`src/rtl/rtrng_pkg.sv`:
```
package rtrng_pkg;
   localparam int unsigned WORD_W = 32;

   localparam logic [11:0] OFS_SRST = 12'h004;
   localparam logic [11:0] OFS_CTL  = 12'h400;
   localparam logic [11:0] OFS_CNT  = 12'h404;
   localparam logic [11:0] OFS_DAT  = 12'h410;

   localparam int unsigned CTL_W = 6;

   typedef struct packed {
      logic [1:0] len;
      logic [1:0] speed;
      logic       en;
      logic       start;
   } ctl_t;
endpackage

```
`src/rtl/rtrng_sync.sv`:
```
module rtrng_sync #(
   parameter int unsigned STAGES = 2
) (
   input  logic clk,
   input  logic rst_n,
   input  logic async_i,
   output logic sync_o
);
   if (STAGES < 2) begin : g_bad_stages
      $error("rtrng_sync: STAGES must be at least 2");
   end

   logic [STAGES-1:0] chain_q;

   always_ff @(posedge clk or negedge rst_n) begin
      if (!rst_n) chain_q <= '0;
      else        chain_q <= {chain_q[STAGES-2:0], async_i};
   end

   assign sync_o = chain_q[STAGES-1];
endmodule

```
`src/rtl/rtrng_pacer.sv`:
```
module rtrng_pacer #(
   parameter int unsigned CNT_W = 16
) (
   input  logic             clk,
   input  logic             rst_n,
   input  logic             clr_i,
   input  logic             run_i,
   input  logic [CNT_W-1:0] period_i,
   output logic             tick_o
);
   logic [CNT_W-1:0] cnt_q;
   logic [CNT_W-1:0] limit;

   // a period of zero behaves as one: capture on every cycle
   assign limit  = (period_i == '0) ? '0 : period_i - CNT_W'(1);
   assign tick_o = run_i && (cnt_q >= limit);

   always_ff @(posedge clk or negedge rst_n) begin
      if (!rst_n)                 cnt_q <= '0;
      else if (clr_i || !run_i)   cnt_q <= '0;
      else if (tick_o)            cnt_q <= '0;
      else                        cnt_q <= cnt_q + CNT_W'(1);
   end


   tick_gap_chk: assert property (@(posedge clk) disable iff (!rst_n)
      (tick_o && limit != '0 && !clr_i) |=> (!tick_o || !$stable(period_i)));
endmodule

```
`src/rtl/rtrng_fill.sv`:
```
module rtrng_fill #(
   parameter int unsigned NWORDS = 8,
   parameter int unsigned WORD_W = 32
) (
   input  logic                     clk,
   input  logic                     rst_n,
   input  logic                     clr_i,
   input  logic                     kick_i,
   input  logic                     tick_i,
   input  logic                     bit_i,
   input  logic [1:0]               len_i,
   output logic                     done_o,
   output logic [NWORDS*WORD_W-1:0] words_o
);
   localparam int unsigned TOTAL    = NWORDS * WORD_W;
   localparam int unsigned PTR_W    = $clog2(TOTAL);
   localparam int unsigned BIT_W    = $clog2(WORD_W);
   localparam int unsigned STEP_BITS = (NWORDS / 4) * WORD_W;

   if ((NWORDS % 4) != 0) begin : g_bad_words
      $error("rtrng_fill: NWORDS must be a multiple of 4");
   end
   if ((1 << BIT_W) != WORD_W) begin : g_bad_width
      $error("rtrng_fill: WORD_W must be a power of two");
   end

   logic [PTR_W-1:0] ptr_q;
   logic [PTR_W-1:0] last_ptr;
   logic [PTR_W-BIT_W-1:0] wsel;
   logic [BIT_W-1:0] bpos;

   assign last_ptr = PTR_W'((32'(len_i) + 32'd1) * 32'(STEP_BITS) - 32'd1);
   assign done_o   = tick_i && (ptr_q >= last_ptr);
   assign wsel     = ptr_q[PTR_W-1:BIT_W];
   assign bpos     = BIT_W'(WORD_W - 1) - ptr_q[BIT_W-1:0];

   always_ff @(posedge clk or negedge rst_n) begin
      if (!rst_n)               ptr_q <= '0;
      else if (clr_i || kick_i) ptr_q <= '0;
      else if (tick_i)          ptr_q <= ptr_q + PTR_W'(1);
   end

   for (genvar k = 0; k < NWORDS; k++) begin : g_word
      logic [WORD_W-1:0] word_q;
      always_ff @(posedge clk or negedge rst_n) begin
         if (!rst_n)                                      word_q <= '0;
         else if (clr_i || kick_i)                        word_q <= '0;
         else if (tick_i && wsel == (PTR_W-BIT_W)'(k))    word_q[bpos] <= bit_i;
      end
      assign words_o[k*WORD_W +: WORD_W] = word_q;
   end


   fresh_start_chk: assert property (@(posedge clk) disable iff (!rst_n)
      kick_i |=> (ptr_q == '0 && words_o == '0));
endmodule

```
`src/rtl/rtrng_ctrl.sv`:
```
module rtrng_ctrl
   import rtrng_pkg::*;
#(
   parameter int unsigned ADDR_W      = 12,
   parameter int unsigned NWORDS      = 8,
   parameter int unsigned CNT_W       = 16,
   parameter int unsigned CNT_RST     = 1000,
   parameter int unsigned SYNC_STAGES = 2
) (
   input  logic              clk,
   input  logic              rst_n,
   input  logic [ADDR_W-1:0] bus_addr,
   input  logic              bus_we,
   input  logic [31:0]       bus_wdata,
   output logic [31:0]       bus_rdata,
   input  logic              entropy_i,
   output logic [1:0]        osc_speed_o
);
   localparam logic [ADDR_W-1:0] A_SRST = ADDR_W'(OFS_SRST);
   localparam logic [ADDR_W-1:0] A_CTL  = ADDR_W'(OFS_CTL);
   localparam logic [ADDR_W-1:0] A_CNT  = ADDR_W'(OFS_CNT);
   localparam logic [ADDR_W-1:0] A_DAT  = ADDR_W'(OFS_DAT);

   if (ADDR_W < 12) begin : g_bad_addr
      $error("rtrng_ctrl: ADDR_W must cover offset 0x42C");
   end
   if (CNT_W > 32 || CNT_W < 1) begin : g_bad_cnt
      $error("rtrng_ctrl: CNT_W must be 1..32");
   end
   if (NWORDS != 8) begin : g_bad_nw
      $error("rtrng_ctrl: register map holds exactly eight result words");
   end

   // bus decode
   logic wr_ctl, wr_cnt, srst;
   assign wr_ctl = bus_we && (bus_addr == A_CTL);
   assign wr_cnt = bus_we && (bus_addr == A_CNT);
   assign srst   = bus_we && (bus_addr == A_SRST) && bus_wdata[0];

   logic unused_wbits;
   assign unused_wbits = ^{bus_wdata[31:22], bus_wdata[15:6]};

   // control register with per-bit write mask
   ctl_t ctl_q, ctl_d, ctl_wr;
   logic [CTL_W-1:0] wmask, wval;
   logic new_en, kick, coll_done, pace_tick, ent_sync;
   logic [CNT_W-1:0] cnt_q;
   logic [NWORDS*WORD_W-1:0] words;

   assign wmask  = bus_wdata[16 +: CTL_W];
   assign wval   = bus_wdata[CTL_W-1:0];
   assign ctl_wr = ctl_t'((ctl_q & ~wmask) | (wval & wmask));
   assign new_en = wr_ctl ? ctl_wr.en : ctl_q.en;
   assign kick   = wr_ctl && wmask[0] && wval[0] && new_en && !ctl_q.start;

   always_comb begin
      ctl_d = ctl_q;
      if (wr_ctl) begin
         ctl_d.len   = ctl_wr.len;
         ctl_d.speed = ctl_wr.speed;
         ctl_d.en    = ctl_wr.en;
      end
      if (!new_en)        ctl_d.start = 1'b0;
      else if (kick)      ctl_d.start = 1'b1;
      else if (coll_done) ctl_d.start = 1'b0;
   end

   always_ff @(posedge clk or negedge rst_n) begin
      if (!rst_n)    ctl_q <= '0;
      else if (srst) ctl_q <= '0;
      else           ctl_q <= ctl_d;
   end

   always_ff @(posedge clk or negedge rst_n) begin
      if (!rst_n)      cnt_q <= CNT_W'(CNT_RST);
      else if (srst)   cnt_q <= CNT_W'(CNT_RST);
      else if (wr_cnt) cnt_q <= bus_wdata[CNT_W-1:0];
   end

   assign osc_speed_o = ctl_q.speed;

   // datapath
   rtrng_sync #(.STAGES(SYNC_STAGES)) u_sync (
      .clk(clk), .rst_n(rst_n), .async_i(entropy_i), .sync_o(ent_sync)
   );

   rtrng_pacer #(.CNT_W(CNT_W)) u_pacer (
      .clk(clk), .rst_n(rst_n), .clr_i(srst), .run_i(ctl_q.start),
      .period_i(cnt_q), .tick_o(pace_tick)
   );

   rtrng_fill #(.NWORDS(NWORDS), .WORD_W(WORD_W)) u_fill (
      .clk(clk), .rst_n(rst_n), .clr_i(srst), .kick_i(kick),
      .tick_i(pace_tick), .bit_i(ent_sync), .len_i(ctl_q.len),
      .done_o(coll_done), .words_o(words)
   );

   // registered read mux
   logic [31:0] rd_d, rdata_q;
   logic [ADDR_W-1:0] dat_off;
   logic hit;
   assign dat_off = bus_addr - A_DAT;

   always_comb begin
      rd_d = '0;
      hit  = 1'b0;
      if (bus_addr == A_CTL) begin
         rd_d = 32'(ctl_q);
         hit  = 1'b1;
      end
      if (bus_addr == A_CNT) begin
         rd_d = 32'(cnt_q);
         hit  = 1'b1;
      end
      for (int k = 0; k < int'(NWORDS); k++) begin
         if (dat_off == ADDR_W'(k * 4)) begin
            rd_d = words[k*WORD_W +: WORD_W];
            hit  = 1'b1;
         end
      end
   end

   always_ff @(posedge clk or negedge rst_n) begin
      if (!rst_n) rdata_q <= '0;
      else        rdata_q <= rd_d;
   end
   assign bus_rdata = rdata_q;


   start_needs_en_chk: assert property (@(posedge clk) disable iff (!rst_n)
      ctl_q.start |-> ctl_q.en);

   done_clears_chk: assert property (@(posedge clk) disable iff (!rst_n)
      coll_done |=> !ctl_q.start);

   srst_defaults_chk: assert property (@(posedge clk) disable iff (!rst_n)
      srst |=> (ctl_q == '0 && cnt_q == CNT_W'(CNT_RST) && words == '0));

   speed_hold_chk: assert property (@(posedge clk) disable iff (!rst_n)
      (!wr_ctl && !srst) |=> $stable(osc_speed_o));

   unmapped_zero_chk: assert property (@(posedge clk) disable iff (!rst_n)
      !hit |=> (bus_rdata == '0));
endmodule

```
`config.mk`:
```
export PLATFORM = sky130hd
export DESIGN_NAME = rtrng_ctrl
export DESIGN_NICKNAME = d
export VERILOG_FILES = /design/src/rtl/rtrng_pkg.sv /design/src/rtl/rtrng_sync.sv /design/src/rtl/rtrng_pacer.sv /design/src/rtl/rtrng_fill.sv /design/src/rtl/rtrng_ctrl.sv
export SDC_FILE = /design/constraint.sdc
export NUM_CORES = 1
export LEC_CHECK = 0
export BUFFER_PORTS_ARGS = -buffer_cell sky130_fd_sc_hd__buf_2
export CAP_MARGIN = 20
export CORE_ASPECT_RATIO = 0.7
export CORE_MARGIN = 2
export CORE_UTILIZATION = 50
export DETAILED_ROUTE_END_ITERATION = 8
export PLACE_DENSITY = 0.7
export SLEW_MARGIN = 15
export SYNTH_ARGS = -nofsm -noshare
export SYNTH_HDL_FRONTEND = slang
export SYNTH_SLANG_ARGS = --single-unit
```
`constraint.sdc`:
```
create_clock -name clk -period 4.2 [get_ports clk]
set_input_delay 1.05 -clock clk [delete_from_list [all_inputs] [get_ports clk]]
set_output_delay 1.05 -clock clk [all_outputs]
set_load 0.02 [all_outputs]
```
==> results.cfg <==
[run_status]
status = complete, but fails checks
violations = negative setup slack

[sta]
relSlewSlack_pct = 20.70
final_hold_viol_count = 0
worst_slack_ns = -0.1629
setup_viol = 260
min_period_ns = 4.363
finalCritPeriodShare_pct = 103.9
finClkSkew_ns = 0.02778
hold_ws_ns = 0.3480
final_max_slew_viol_count = 0
tightest_slew_ns = 1.187
rsz0062_at_grt = yes
clock.fmax_mhz = 229.2

[die]
num_rows = 58
die_width_um = 231.0
dieArea_um2 = 37620
core_um2 = 35700
die_h_um = 162.9
ioPinCount = 82
start_util_pct = 50.50

[critical_path]
end_kind = flop
crit_arrival_ns = 4.82
critPathMaxFanout = 18
required_ns = 4.65
startpoint_type = flop
path_class = flop to flop

[logic_synthesis]
synth_flop_cell = dfrtp_1
synthesis.instances = 1891
yosys-top-cells-area = dfrtp_1 (46%), mux2i_1 (15%), nand3_1 (7.5%)
yosysTopAreaCellShare_pct = 45.80
synth_top_area_cell = dfrtp_1
syn_area_um2 = 18030
synthArstFlopShare_pct = 100.0
synth_area_per_cell_um2 = 9.536
synth_edf_count = 0
synth_cell_types = 64
syn-num-nets = 1964
synth-seq-cells = 336
yosysSeqAreaShare_pct = 46.67
yosys_warnings = 0

[clock_tree]
clk_path_buf_depth = 3
clkTransAtPathRegs_ns = 0.06
cts_tree = built
cts_sinks = 336
clockRootBuffer = clkbuf_16
cts_made_buffers = 37
h-tree-depth = 2
clock_latency_ns = 0.54

[global_routing]
grt_usage_pct = 28.76
grt_pass1_vias = 14989
grt_pass1_wl_mm = 85.15
grt_max_degree = 110
grt_overflow = 0
antenna_found_initial = 2

[routing]
wl_per_cell_um = 22.95
drt_first_iter_violations = 2116
drt-total-wl_mm = 56.11
routed_via_density = 6.345
route.detailed.drc = 0
num_vias = 15513
first_pass_iters = 6
ant_nets = 0

[finish]
num_antenna_cells = 0
drive_gt1_share_pct = 16.74
final_cells = 2445
nets = 2010
areaGrowthSynthToFinish_pct = 17.27
nFillCells = 2993

[place]
gp_congestion = 0.9536
portBuffers = 71
hpwl_mm = 34.15
post-place-cells = 2359

[power_and_ir_drop]
intPower_uw = 5412
power_leakage_uw = 0.01070
power_frac_seq_pct = 46.1
totalPowerFinal_uw = 7043
p_per_area_nw_per_um2 = 333.1
clock_power_share_pct = 49.4
power_switching_uw = 1631
pwr-share-comb_pct = 4.6
peakVddDrop_v = 0.0002809
p_sw_share_pct = 23.16

[worst_hold_path]
hold_path_class = flop to flop

[job]
cap_viol_max_count = 0
-- cell usage in the layout, fill, tap and decap left out, drive strengths merged, types with 6 or more instances in the layout --
cell / n
and3: 6
a22oi: 11
o22ai: 6
nor3b: 6
dfstp: 6
a31oi: 9
inv: 22
mux4: 13
o31ai: 8
clkbuf: 62
nor4: 7
o22a: 6
o211a: 8
o211ai: 13
nand2: 341
clkinv: 6
nor3: 19
buf: 157
xor2: 14
mux2: 7
a222oi: 27
nand3: 269
a22o: 10
o21ai: 33
nor2: 114
nand2b: 14
nand4: 7
mux2i: 271
dfrtp: 330
or3: 7
a21o: 21
ha: 25
or4: 6
xnor2: 12
a21oi: 43
-- logic make-up (layout without fill, tap and decap cells) --
family | Yosys count | count (layout) | synth area share, %
xor+xnor | 26 | 26 | 1.263
mux | 291 | 291 | 17.10
fa+ha+maj | 25 | 25 | 1.735
buf+inv | 181 | 255 | 4.115
compound gates | 214 | 214 | 8.493
flops | 336 | 336 | 46.67
simple gates | 818 | 818 | 20.62
-- timing repair --
item,4_1_cts,5_1_grt
endpoints found under the hold margin,0,0
pin swaps,0,6
setup endpoints to repair,29,279
cloned,0,14
buffers inserted,0,4
resized for setup,1,64
hold buffers,0,0
-- critical path: stages (launching register included) --
cell and delay, ns:
dfstp_2 0.37, or4_4 0.56, or3_4 0.35, or4_4 0.43, or3_4 0.44, buf_6 0.14
nand2_2 0.05, ha_1 0.23, o21ai_1 0.14, o21ai_1 0.10, a221oi_2 0.32, buf_4 0.19
o31ai_4 0.07, buf_12 0.15, clkbuf_16 0.18, clkbuf_16 0.19, nand3_1 0.11, mux2i_1 0.23
-- power groups by stage --
stage	sequential [uW]	clock [uW]	combinational, uW
after global routing	3240	3640	347
final	3240	3480	323
after floorplan	3300	0	127
after CTS	3240	3510	292
after detailed placement	3300	0	291
after global placement	3300	0	287
-- cells in the mapped netlist, types with 12 or more instances --
cell type  number
nand2_1       341
dfrtp_1       330
mux2i_1       271
nand3_1       269
nor2_1        114
clkbuf_1      110
a21oi_1        43
buf_2          35
o21ai_0        33
a222oi_1       27
ha_1           25
a21o_1         21
inv_1          21
nor3_1         17
nand2b_1       14
xor2_1         14
mux4_2         13
o211ai_1       13
xnor2_1        12
-- path summary, 6_finish.rpt --
check / to / depth (start not counted) / startpoint / slack, ns
setup reg to reg: u_fill.g_word[2].word_q[18]$_DFFE_PN0P_ / 17 / cnt_q[6]$_DFFE_PN1P_ / -0.16
max in group asynchronous: u_fill.g_word[1].word_q[5]$_DFFE_PN0P_ / 2 / rst_n / 2.62
setup / recovery: u_fill.g_word[2].word_q[18]$_DFFE_PN0P_ / 17 / cnt_q[6]$_DFFE_PN1P_ / -0.16
hold reg to reg: u_sync.chain_q[1]$_DFF_PN0_ / 0 / u_sync.chain_q[0]$_DFF_PN0_ / 0.35
min in group asynchronous: u_pacer.cnt_q[8]$_DFF_PN0_ / 1 / rst_n / 0.58
hold / removal: u_sync.chain_q[1]$_DFF_PN0_ / 0 / u_sync.chain_q[0]$_DFF_PN0_ / 0.35
-- routing by layer --
metal | track usage, % | wire length [um] | up-vias
met2 | 42.41 | 25060 | 796
met5 | 0 | 0 | -
li1 | - | - | 6766
met4 | 7.361 | 1086 | 0
met1 | 43.11 | 24220 | 7857
met3 | 5.917 | 5748 | 94
-- layout make-up --
cell class / count / area, um^2 / area share [%]
clock inverter: 15 / 188.9 / 0.8934
multi-input combinational: 1374 / 9184 / 43.43
timing repair buffer: 167 / 1584 / 7.491
tap: 480 / 600.6 / 2.840
sequential: 336 / 8416 / 39.80
clock buffer: 52 / 1095 / 5.177
inverter: 21 / 78.83 / 0.3728
-- metrics by stage --
stage	area (um^2)	util, %	worst slack, ns	setup TNS [ns]
CTS	20490	57.40	-0.008625	-0.03441
finish	21150	59.23	-0.1629	-16.37
global route	21150	59.23	-0.2326	-38.59
global placement	19200	53.78	-0.04657	-0.6677
floorplan	18030	-	0.06957	0
detailed placement	19210	53.80	-0.1443	-1.578
-- state kept, by name, summed over array words and instances, names as in the netlist --
| register | flops |
|---|---|
| bus_rdata | 32 |
| ctl_q | 4 |
| u_pacer.cnt_q | 16 |
| osc_speed_o | 2 |
| u_fill.ptr_q | 8 |
| cnt_q | 16 |
| u_fill.g_word.word_q | 256 |
| u_sync.chain_q | 2 |
No activity file was read; power rests on OpenSTA's default activity.
